`config.mk`:
```
export PLATFORM = sky130hd
export DESIGN_NAME = core_irq_hub
export DESIGN_NICKNAME = d
export VERILOG_FILES = /design/src/rtl/cih_pkg.sv /design/src/rtl/cih_mbox.sv /design/src/rtl/cih_route.sv /design/src/rtl/cih_core.sv /design/src/rtl/core_irq_hub.sv
export SDC_FILE = /design/constraint.sdc
export NUM_CORES = 1
export LEC_CHECK = 0
export ABC_AREA = 1
export BUFFER_PORTS_ARGS = -buffer_cell sky130_fd_sc_hd__buf_4
export CAP_MARGIN = 10
export CELL_PAD_IN_SITES_DETAIL_PLACEMENT = 1
export CELL_PAD_IN_SITES_GLOBAL_PLACEMENT = 1
export CORE_AREA = 2 2 209 108
export DETAILED_ROUTE_END_ITERATION = 10
export DIE_AREA = 0 0 211 110
export HOLD_SLACK_MARGIN = 0.08
export MAX_ROUTING_LAYER = met4
export PLACE_DENSITY = 0.94
export SYNTH_ARGS = -nofsm -noshare
export SYNTH_HDL_FRONTEND = slang
export SYNTH_HIERARCHICAL = 1
export SYNTH_SLANG_ARGS = --single-unit
```
`constraint.sdc`:
```
create_clock -name clk -period 9.95 [get_ports clk]
set_input_delay 0.995 -clock clk [delete_from_list [all_inputs] [get_ports clk]]
set_output_delay 0.995 -clock clk [all_outputs]
set_load 0.005 [all_outputs]
```
`src/rtl/cih_pkg.sv`:
```
package cih_pkg;
  // Register offsets (byte addresses); per-core stride is 4 for control
  // and pending words and 16 for mailbox addresses.
  localparam int ROUTE_SET = 'h00;
  localparam int ROUTE_CLR = 'h04;
  localparam int TMR_CTL   = 'h10;
  localparam int MBX_CTL   = 'h20;
  localparam int PEND_BASE = 'h30;
  localparam int MBX_SET   = 'h40;
  localparam int MBX_CLR   = 'h80;
  localparam int CTL_STEP  = 4;
  localparam int MBX_STEP  = 16;

  // Pending word layout
  localparam int NTMR   = 4;
  localparam int PB_MBX = NTMR;
  localparam int PB_GPU = NTMR + 1;
  localparam int PB_PMU = NTMR + 2;
  localparam int PEND_W = NTMR + 3;
endpackage

```
`src/rtl/cih_mbox.sv`:
```
module cih_mbox #(
  parameter int DATA_W = 32
) (
  input  logic              clk,
  input  logic              rst_n,
  input  logic              set_we,
  input  logic              clr_we,
  input  logic [DATA_W-1:0] wdata,
  output logic [DATA_W-1:0] q
);
  logic [DATA_W-1:0] d;
  logic              en;

  always_comb begin
    en = set_we | clr_we;
    d  = q;
    if (set_we) d = d | wdata;
    if (clr_we) d = d & ~wdata;   // clear wins on overlap
  end

  always_ff @(posedge clk or negedge rst_n) begin
    if (!rst_n)  q <= '0;
    else if (en) q <= d;
  end
endmodule

```
`src/rtl/cih_route.sv`:
```
module cih_route #(
  parameter int NCORE = 4
) (
  input  logic             clk,
  input  logic             rst_n,
  input  logic             set_we,
  input  logic             clr_we,
  input  logic [NCORE-1:0] wbits,
  output logic [NCORE-1:0] q
);
  logic [NCORE-1:0] d;
  logic             en;

  always_comb begin
    en = set_we | clr_we;
    d  = q;
    if (set_we) d = d | wbits;
    if (clr_we) d = d & ~wbits;
  end

  always_ff @(posedge clk or negedge rst_n) begin
    if (!rst_n)  q <= '0;
    else if (en) q <= d;
  end
endmodule

```
`src/rtl/cih_core.sv`:
```
module cih_core
  import cih_pkg::*;
#(
  parameter int DATA_W = 32
) (
  input  logic              clk,
  input  logic              rst_n,
  input  logic [DATA_W-1:0] wdata,
  input  logic              tc_we,
  input  logic              mc_we,
  input  logic              ms_we,
  input  logic              mclr_we,
  input  logic [NTMR-1:0]   tmr_raw,
  input  logic              gpu_in,
  input  logic              pmu_in,
  output logic [NTMR-1:0]   tmr_en,
  output logic              mbx_en,
  output logic [DATA_W-1:0] mbox,
  output logic [PEND_W-1:0] pend
);
  logic [NTMR-1:0] tmr_en_d;
  logic            mbx_en_d;

  always_comb begin
    tmr_en_d = tc_we ? wdata[NTMR-1:0] : tmr_en;
    mbx_en_d = mc_we ? wdata[0]        : mbx_en;
  end

  always_ff @(posedge clk or negedge rst_n) begin
    if (!rst_n) begin
      tmr_en <= '0;
      mbx_en <= 1'b0;
    end else begin
      if (tc_we) tmr_en <= tmr_en_d;
      if (mc_we) mbx_en <= mbx_en_d;
    end
  end

  cih_mbox #(.DATA_W(DATA_W)) u_mbox (
    .clk    (clk),
    .rst_n  (rst_n),
    .set_we (ms_we),
    .clr_we (mclr_we),
    .wdata  (wdata),
    .q      (mbox)
  );

  // Level-sensitive pending word, rebuilt every cycle
  always_comb begin
    pend               = '0;
    pend[NTMR-1:0]     = tmr_en & tmr_raw;
    pend[PB_MBX]       = mbx_en & (|mbox);
    pend[PB_GPU]       = gpu_in;
    pend[PB_PMU]       = pmu_in;
  end
endmodule

```
`src/rtl/core_irq_hub.sv`:
```
module core_irq_hub
  import cih_pkg::*;
#(
  parameter int NCORE    = 4,
  parameter int DATA_W   = 32,
  parameter int ADDR_W   = 8,
  parameter int GPU_CORE = 0
) (
  input  logic                   clk,
  input  logic                   rst_n,
  input  logic [ADDR_W-1:0]      bus_addr,
  input  logic                   bus_we,
  input  logic [DATA_W-1:0]      bus_wdata,
  output logic [DATA_W-1:0]      bus_rdata,
  input  logic [NCORE*NTMR-1:0]  timer_raw,
  input  logic                   gpu_raw,
  input  logic                   pmu_raw,
  output logic [NCORE-1:0]       irq_out
);
  localparam logic [ADDR_W-1:0] A_RSET = ADDR_W'(ROUTE_SET);
  localparam logic [ADDR_W-1:0] A_RCLR = ADDR_W'(ROUTE_CLR);

  // Reset: asserted asynchronously, released after two clock edges
  logic [1:0] rst_sync;
  logic       rst_q;

  always_ff @(posedge clk or negedge rst_n) begin
    if (!rst_n) rst_sync <= 2'b00;
    else        rst_sync <= {rst_sync[0], 1'b1};
  end
  assign rst_q = rst_sync[1];

  logic [NCORE-1:0]        route_q;
  logic [NCORE*DATA_W-1:0] mbox_flat;
  logic [NCORE*PEND_W-1:0] pend_flat;
  logic [NCORE-1:0]        mbx_en_v;
  logic [DATA_W-1:0]       rd_c [NCORE];

  cih_route #(.NCORE(NCORE)) u_route (
    .clk    (clk),
    .rst_n  (rst_q),
    .set_we (bus_we && bus_addr == A_RSET),
    .clr_we (bus_we && bus_addr == A_RCLR),
    .wbits  (bus_wdata[NCORE-1:0]),
    .q      (route_q)
  );

  for (genvar c = 0; c < NCORE; c++) begin : g_core
    localparam logic [ADDR_W-1:0] A_TC   = ADDR_W'(TMR_CTL   + CTL_STEP * c);
    localparam logic [ADDR_W-1:0] A_MC   = ADDR_W'(MBX_CTL   + CTL_STEP * c);
    localparam logic [ADDR_W-1:0] A_PD   = ADDR_W'(PEND_BASE + CTL_STEP * c);
    localparam logic [ADDR_W-1:0] A_MS   = ADDR_W'(MBX_SET   + MBX_STEP * c);
    localparam logic [ADDR_W-1:0] A_MCLR = ADDR_W'(MBX_CLR   + MBX_STEP * c);

    logic [NTMR-1:0]   tmr_en;
    logic              mbx_en;
    logic [DATA_W-1:0] mbox;
    logic [PEND_W-1:0] pend;
    logic              gpu_in;

    if (c == GPU_CORE) begin : g_gpu
      assign gpu_in = gpu_raw;
    end else begin : g_nogpu
      assign gpu_in = 1'b0;
    end

    cih_core #(.DATA_W(DATA_W)) u_core (
      .clk     (clk),
      .rst_n   (rst_q),
      .wdata   (bus_wdata),
      .tc_we   (bus_we && bus_addr == A_TC),
      .mc_we   (bus_we && bus_addr == A_MC),
      .ms_we   (bus_we && bus_addr == A_MS),
      .mclr_we (bus_we && bus_addr == A_MCLR),
      .tmr_raw (timer_raw[c*NTMR +: NTMR]),
      .gpu_in  (gpu_in),
      .pmu_in  (route_q[c] & pmu_raw),
      .tmr_en  (tmr_en),
      .mbx_en  (mbx_en),
      .mbox    (mbox),
      .pend    (pend)
    );

    assign mbox_flat[c*DATA_W +: DATA_W] = mbox;
    assign pend_flat[c*PEND_W +: PEND_W] = pend;
    assign mbx_en_v[c]                   = mbx_en;
    assign irq_out[c]                    = |pend;

    always_comb begin
      if      (bus_addr == A_TC)   rd_c[c] = DATA_W'(tmr_en);
      else if (bus_addr == A_MC)   rd_c[c] = DATA_W'(mbx_en);
      else if (bus_addr == A_PD)   rd_c[c] = DATA_W'(pend);
      else if (bus_addr == A_MCLR) rd_c[c] = mbox;
      else                         rd_c[c] = '0;
    end
  end

  always_comb begin
    bus_rdata = '0;
    if (bus_addr == A_RSET || bus_addr == A_RCLR) bus_rdata = DATA_W'(route_q);
    for (int c = 0; c < NCORE; c++) bus_rdata = bus_rdata | rd_c[c];
  end
endmodule

```
* After elaboration in Yosys (flattened, before gate mapping) *
Cells that the tools add are included.

word-level totals
  word-level logic and storage cells = 123
  input port bits = 61
  output and inout port bits = 36
  flip-flop bits (word level) = 154

cells by class
  reduce and logical (&&, ||, !) cells = 28
  bitwise logic cells = 33
  equality and inequality tests = 21
  muxes and demuxes = 27

operator list
  cell                                                             count
  32-bit 2-to-1 mux                                                24
  32-bit bitwise OR                                                7
  32-bit AND                                                       4
  32-bit OR reduction                                              4
  8-bit by 6-bit == test with 1-bit output, second input constant  8
  8-bit by 5-bit == test with 1-bit output, second input constant  4
  8-bit by 7-bit == test with 1-bit output, second input constant  4
  8-bit == test, second input constant                             4
  32-bit NOT                                                       1
  4-bit by 32-bit bitwise OR with 32-bit output                    1
  4-bit AND                                                        5
  1-bit logical AND                                                18
  6-bit OR reduction                                               3
  4-bit 2-to-1 mux                                                 3
  1-bit AND                                                        8
  8-bit by 3-bit == test with 1-bit output, second input constant  1
  8-bit logical NOT                                                1
  7-bit OR reduction                                               1
  1-bit bitwise OR                                                 5
  4-bit NOT                                                        1
  4-bit bitwise OR                                                 1
  1-bit logical OR                                                 1

* Depth between registers and ports, before layout *
  depth in word-level cells = 9
  depth in mapped cells = 11
  depth with buffers taken out = 10

* Cells and area by module *
The synthesis kept the hierarchy.

modules (own cells, without submodules)
  module        instances  sequential area each (sq um)  cells an instance  area each (sq um)
  cih_mbox      4          800.8                         230                1570.3
  core_irq_hub  1          50.0                          375                1656.6
  cih_core      4          125.1                         54                 347.8
  cih_route     1          100.1                         28                 190.2

* Worst setup path before layout *
No wires, ideal clock.

  path kind = input port to output port
  start = input port bus_addr[3]
  end = output port bus_rdata[26]
  stages = 6
  path buffers = 1
  slack = 7122 ps
  arrival = 1833 ps
  required time = 8955 ps
  path through = inv_1 nand2_1 nor2_4 buf_4 nand4_1 o2111ai_1

between the ends
  word-level cells in the longest chain between the ends = 9
  elaborated cells between the ends (all ways) = 36
  classes of those cells = eq/ne: 16; mux: 16; bitwise: 4

RTL lines
  item                                           line                 source
  start: declaration                             core_irq_hub.sv:11   input logic [ADDR_W-1:0] bus_addr,
  8-bit == test                                  core_irq_hub.sv:93   else if (bus_addr == A_MCLR) rd_c[c] = mbox;
  32-bit 2-to-1 mux                              core_irq_hub.sv:93
  32-bit 2-to-1 mux                              core_irq_hub.sv:92   else if (bus_addr == A_PD) rd_c[c] = DATA_W'(pend);
  32-bit 2-to-1 mux                              core_irq_hub.sv:91   else if (bus_addr == A_MC) rd_c[c] = DATA_W'(mbx_en);
  32-bit 2-to-1 mux                              core_irq_hub.sv:90   if (bus_addr == A_TC) rd_c[c] = DATA_W'(tmr_en);
  4-bit by 32-bit bitwise OR with 32-bit output  core_irq_hub.sv:101  for (int c = 0; c < NCORE; c++) bus_rdata = bus_rdata | rd_c[c];
  32-bit bitwise OR (2 in a row)                 core_irq_hub.sv:101
  32-bit bitwise OR (*)                          core_irq_hub.sv:101
  end: declaration                               core_irq_hub.sv:14   output logic [DATA_W-1:0] bus_rdata,

Every way passes the cells marked *; elsewhere a longest branch is shown, timed or not.

* Worst setup path in the final report *
  start = input port bus_addr[2]
  end = output port bus_rdata[1]

The elaborated chain is that of the path after synthesis.

==> impl_metrics.env <==
export IMPL_outcome="finished clean"
export IMPL_grt_start_max_net_pins=73
export IMPL_rsz0062_at_grt="false"
export IMPL_port_buffers=96
export IMPL_clock_root_buffer="clkbuf_16"
export IMPL_total_power_uw=1520
export IMPL_finalSetupTns_ns=0
export IMPL_remaining_drc_errors=0
export IMPL_syn_to_final_growth_pct=15.3
export IMPL_drive_gt1_share_pct=10.3
export IMPL_worst_setup_path_type="in -> out"
export IMPL_die_area_mm2=0.0232
export IMPL_final_min_clock_period_ns=3.95
export IMPL_peakVddDrop_mv=0.0866
export IMPL_antenna_found_initial=0
export IMPL_hold_viol_final=0
export IMPL_htree_num_levels=4
export IMPL_synth_area_mm2=0.00952
export IMPL_cts_resized=0
export IMPL_hold_buffers=0
export IMPL_leakage_uw=0.00591
export IMPL_period_share_pct=39.7
export IMPL_drt_iter0_drc=910
export IMPL_gp_congestion=1.01
export IMPL_ios=97
export IMPL_skew_ns=0.00579
export IMPL_yosysWarnings=6
export IMPL_finalWirelength_um=35000
export IMPL_drt_first_pass_iters=7
export IMPL_tightestPinTransition_ns=0.972
export IMPL_syn_inst=1539
export IMPL_start_kind="input pin"
export IMPL_fill_cells=2960
export IMPL_grt_overflow_total=0
export IMPL_maxClockFrequency_mhz=253
export IMPL_track_usage_pct=32.4
export IMPL_final_nets=1682
export IMPL_dieHeight_um=110
export IMPL_cap_violations=0
export IMPL_cts_sinks=154
export IMPL_die_x_um=211
export IMPL_critical_path_required_ns=8.96
export IMPL_clockBufferDepth=2
export IMPL_setup_viol=0
export IMPL_ys_ff_latch=154
export IMPL_cts_tree="yes"
export IMPL_grt_pass1_vias=10207
export IMPL_synth_distinct_cells=22
export IMPL_synth_seq_area_share_pct=40.5
export IMPL_slew_headroom_pct=35.2
export IMPL_ant_nets=0
export IMPL_initial_core_util_pct=44.6
export IMPL_core_area_mm2=0.0213
export IMPL_vias_per_cell=5.15
export IMPL_crit_path_end_kind="primary output"
export IMPL_num_vias=9849
export IMPL_post_cts_buffers=0
export IMPL_critPathMaxFanout=31
export IMPL_clk_latency_ns=0.45
export IMPL_avgSynthCellArea_um2=6.19
export IMPL_grt_first_pass_wirelength_um=54800
export IMPL_wl_per_cell_um=18.3
export IMPL_diodes=0
export IMPL_worstHoldPathType="reg -> async"
export IMPL_worst_endpoint_arrival_ns=2.95
export IMPL_power_density_mw_per_mm2=138
export IMPL_drv_slew=0
export IMPL_dpl_hpwl_um=24600
export IMPL_cts_buffers=17
export IMPL_cts_reportedPaths_clkPinSlew_ns=0.07
export IMPL_rows=38
final cells by class:
cell class / instances / area, µm² / area share [%]
Multi-Input combinational cell: 1023 / 4160 / 37.9
Sequential cell: 154 / 3860 / 35.2
Inverter: 319 / 1200 / 10.9
Timing Repair Buffer: 106 / 796 / 7.25
Clock buffer: 19 / 433 / 3.95
Tap cell: 280 / 350 / 3.19
Clock inverter: 13 / 176 / 1.61
cell usage in the layout, fill, tap and decap left out:
cell type,instances
o21ai_0,8
dfrtp_1,153
inv_1,315
conb_1,4
nand2_1,784
nor2_2,11
nor4_1,3
bufinv_16,4
nand4_1,31
clkbuf_16,17
o211ai_1,1
nor2_1,124
nand3_1,20
clkinv_2,5
buf_4,106
dfrtp_4,1
clkinvlp_4,3
a21oi_1,4
o2111ai_1,4
inv_2,4
clkinv_4,1
nor3_1,11
a21boi_0,1
mux2_2,16
nor2_4,1
clkbuf_1,2
layer usage:
layer	GRT usage [%]	share of wire, %	vias up	routed length (µm)
met5	-	0	-	0
met4	8.85	1.5	0	527
met3	6.83	7.1	51	2490
met2	48.6	43	327	15000
met1	44.7	48	4886	17000
li1	-	-	4585	-
logic make-up (layout without fill, tap and decap cells):
logic type,after synthesis,in the layout,synth area share [%]
buffers and inverters,364,457,16.1
multiplexers,16,16,1.89
AND/OR/NAND/NOR,985,985,40.3
flip-flops,154,154,40.5
AO/OA/AOI/OAI,18,18,1.16
other,2,4,0.0789
cells in the mapped netlist:
cell,instances,area share [%]
buf_1,1,0.039
dfrtp_1,154,40
conb_1,2,0.079
nor4_1,3,0.20
buf_6,14,1.7
nor2_2,3,0.20
o211ai_1,1,0.079
a21boi_0,1,0.079
buf_2,21,1.1
a21oi_1,4,0.21
buf_4,9,0.71
o2111ai_1,4,0.37
nand3_1,20,1.1
inv_2,4,0.16
nor3_1,11,0.58
o21ai_0,8,0.42
mux2_2,16,1.9
nand4_1,31,2.0
nor2_4,1,0.12
nor2_1,132,5.2
nand2_1,784,31
inv_1,315,12
report_power, final:
group          switching [µW]  internal, µW  total, µW  leakage [µW]
combinational            86.0          43.9        130       0.00414
sequential               32.0           657        689       0.00147
clock                     284           417        701      0.000292
total                     402          1120       1520       0.00591
final timing paths:
path | cells past startpoint | slack, ns | end | startpoint
hold reg to reg | 0 | 0.20 | g_core[1].u_core/tmr_en[2] | rst_sync[1]
max in group asynchronous | 1 | 8.49 | g_core[0].u_core/u_mbox/q[8] | rst_sync[1]
setup / recovery | 11 | 6.00 | bus_rdata[1] | bus_addr[2]
hold / removal | 0 | 0.20 | g_core[1].u_core/tmr_en[2] | rst_sync[1]
min in group clk | 0 | 0.36 | rst_sync[1] | rst_sync[0]
setup reg to reg | 1 | 8.49 | g_core[0].u_core/u_mbox/q[8] | rst_sync[1]
worst max-delay path, stage by stage:
cell and delay (ns):
buf_4 0.13, inv_1 0.10, nand2_1 0.10, nor2_4 0.30, nand2_1 0.16, inv_2 0.57, nand2_1 0.17, nand2_1 0.11
nor3_1 0.10, nand2_1 0.09, buf_4 0.11
flip-flops by register name, summed over array words and instances, names as in the netlist:
register / cells
g_core.u_core/mbx_en: 4
g_core.u_core/tmr_en: 16
rst_sync: 2
g_core.u_core/u_mbox/q: 128
u_route/q: 4
metrics by stage:
step                      hold WS [ns]  setup WS (ns)  cells  util (%)  area, µm²
after floorplan                  0.331           5.34   1541         -       9530
after global placement           0.190           6.19   1882      48.5      10400
after detailed placement         0.197           6.14   1882      48.5      10400
after CTS                        0.203           6.06   1914      51.4      11000
after global routing             0.214           5.83   1914      51.4      11000
final                            0.195           6.00   1914      51.4      11000
No activity file was read; power rests on OpenSTA's default activity.
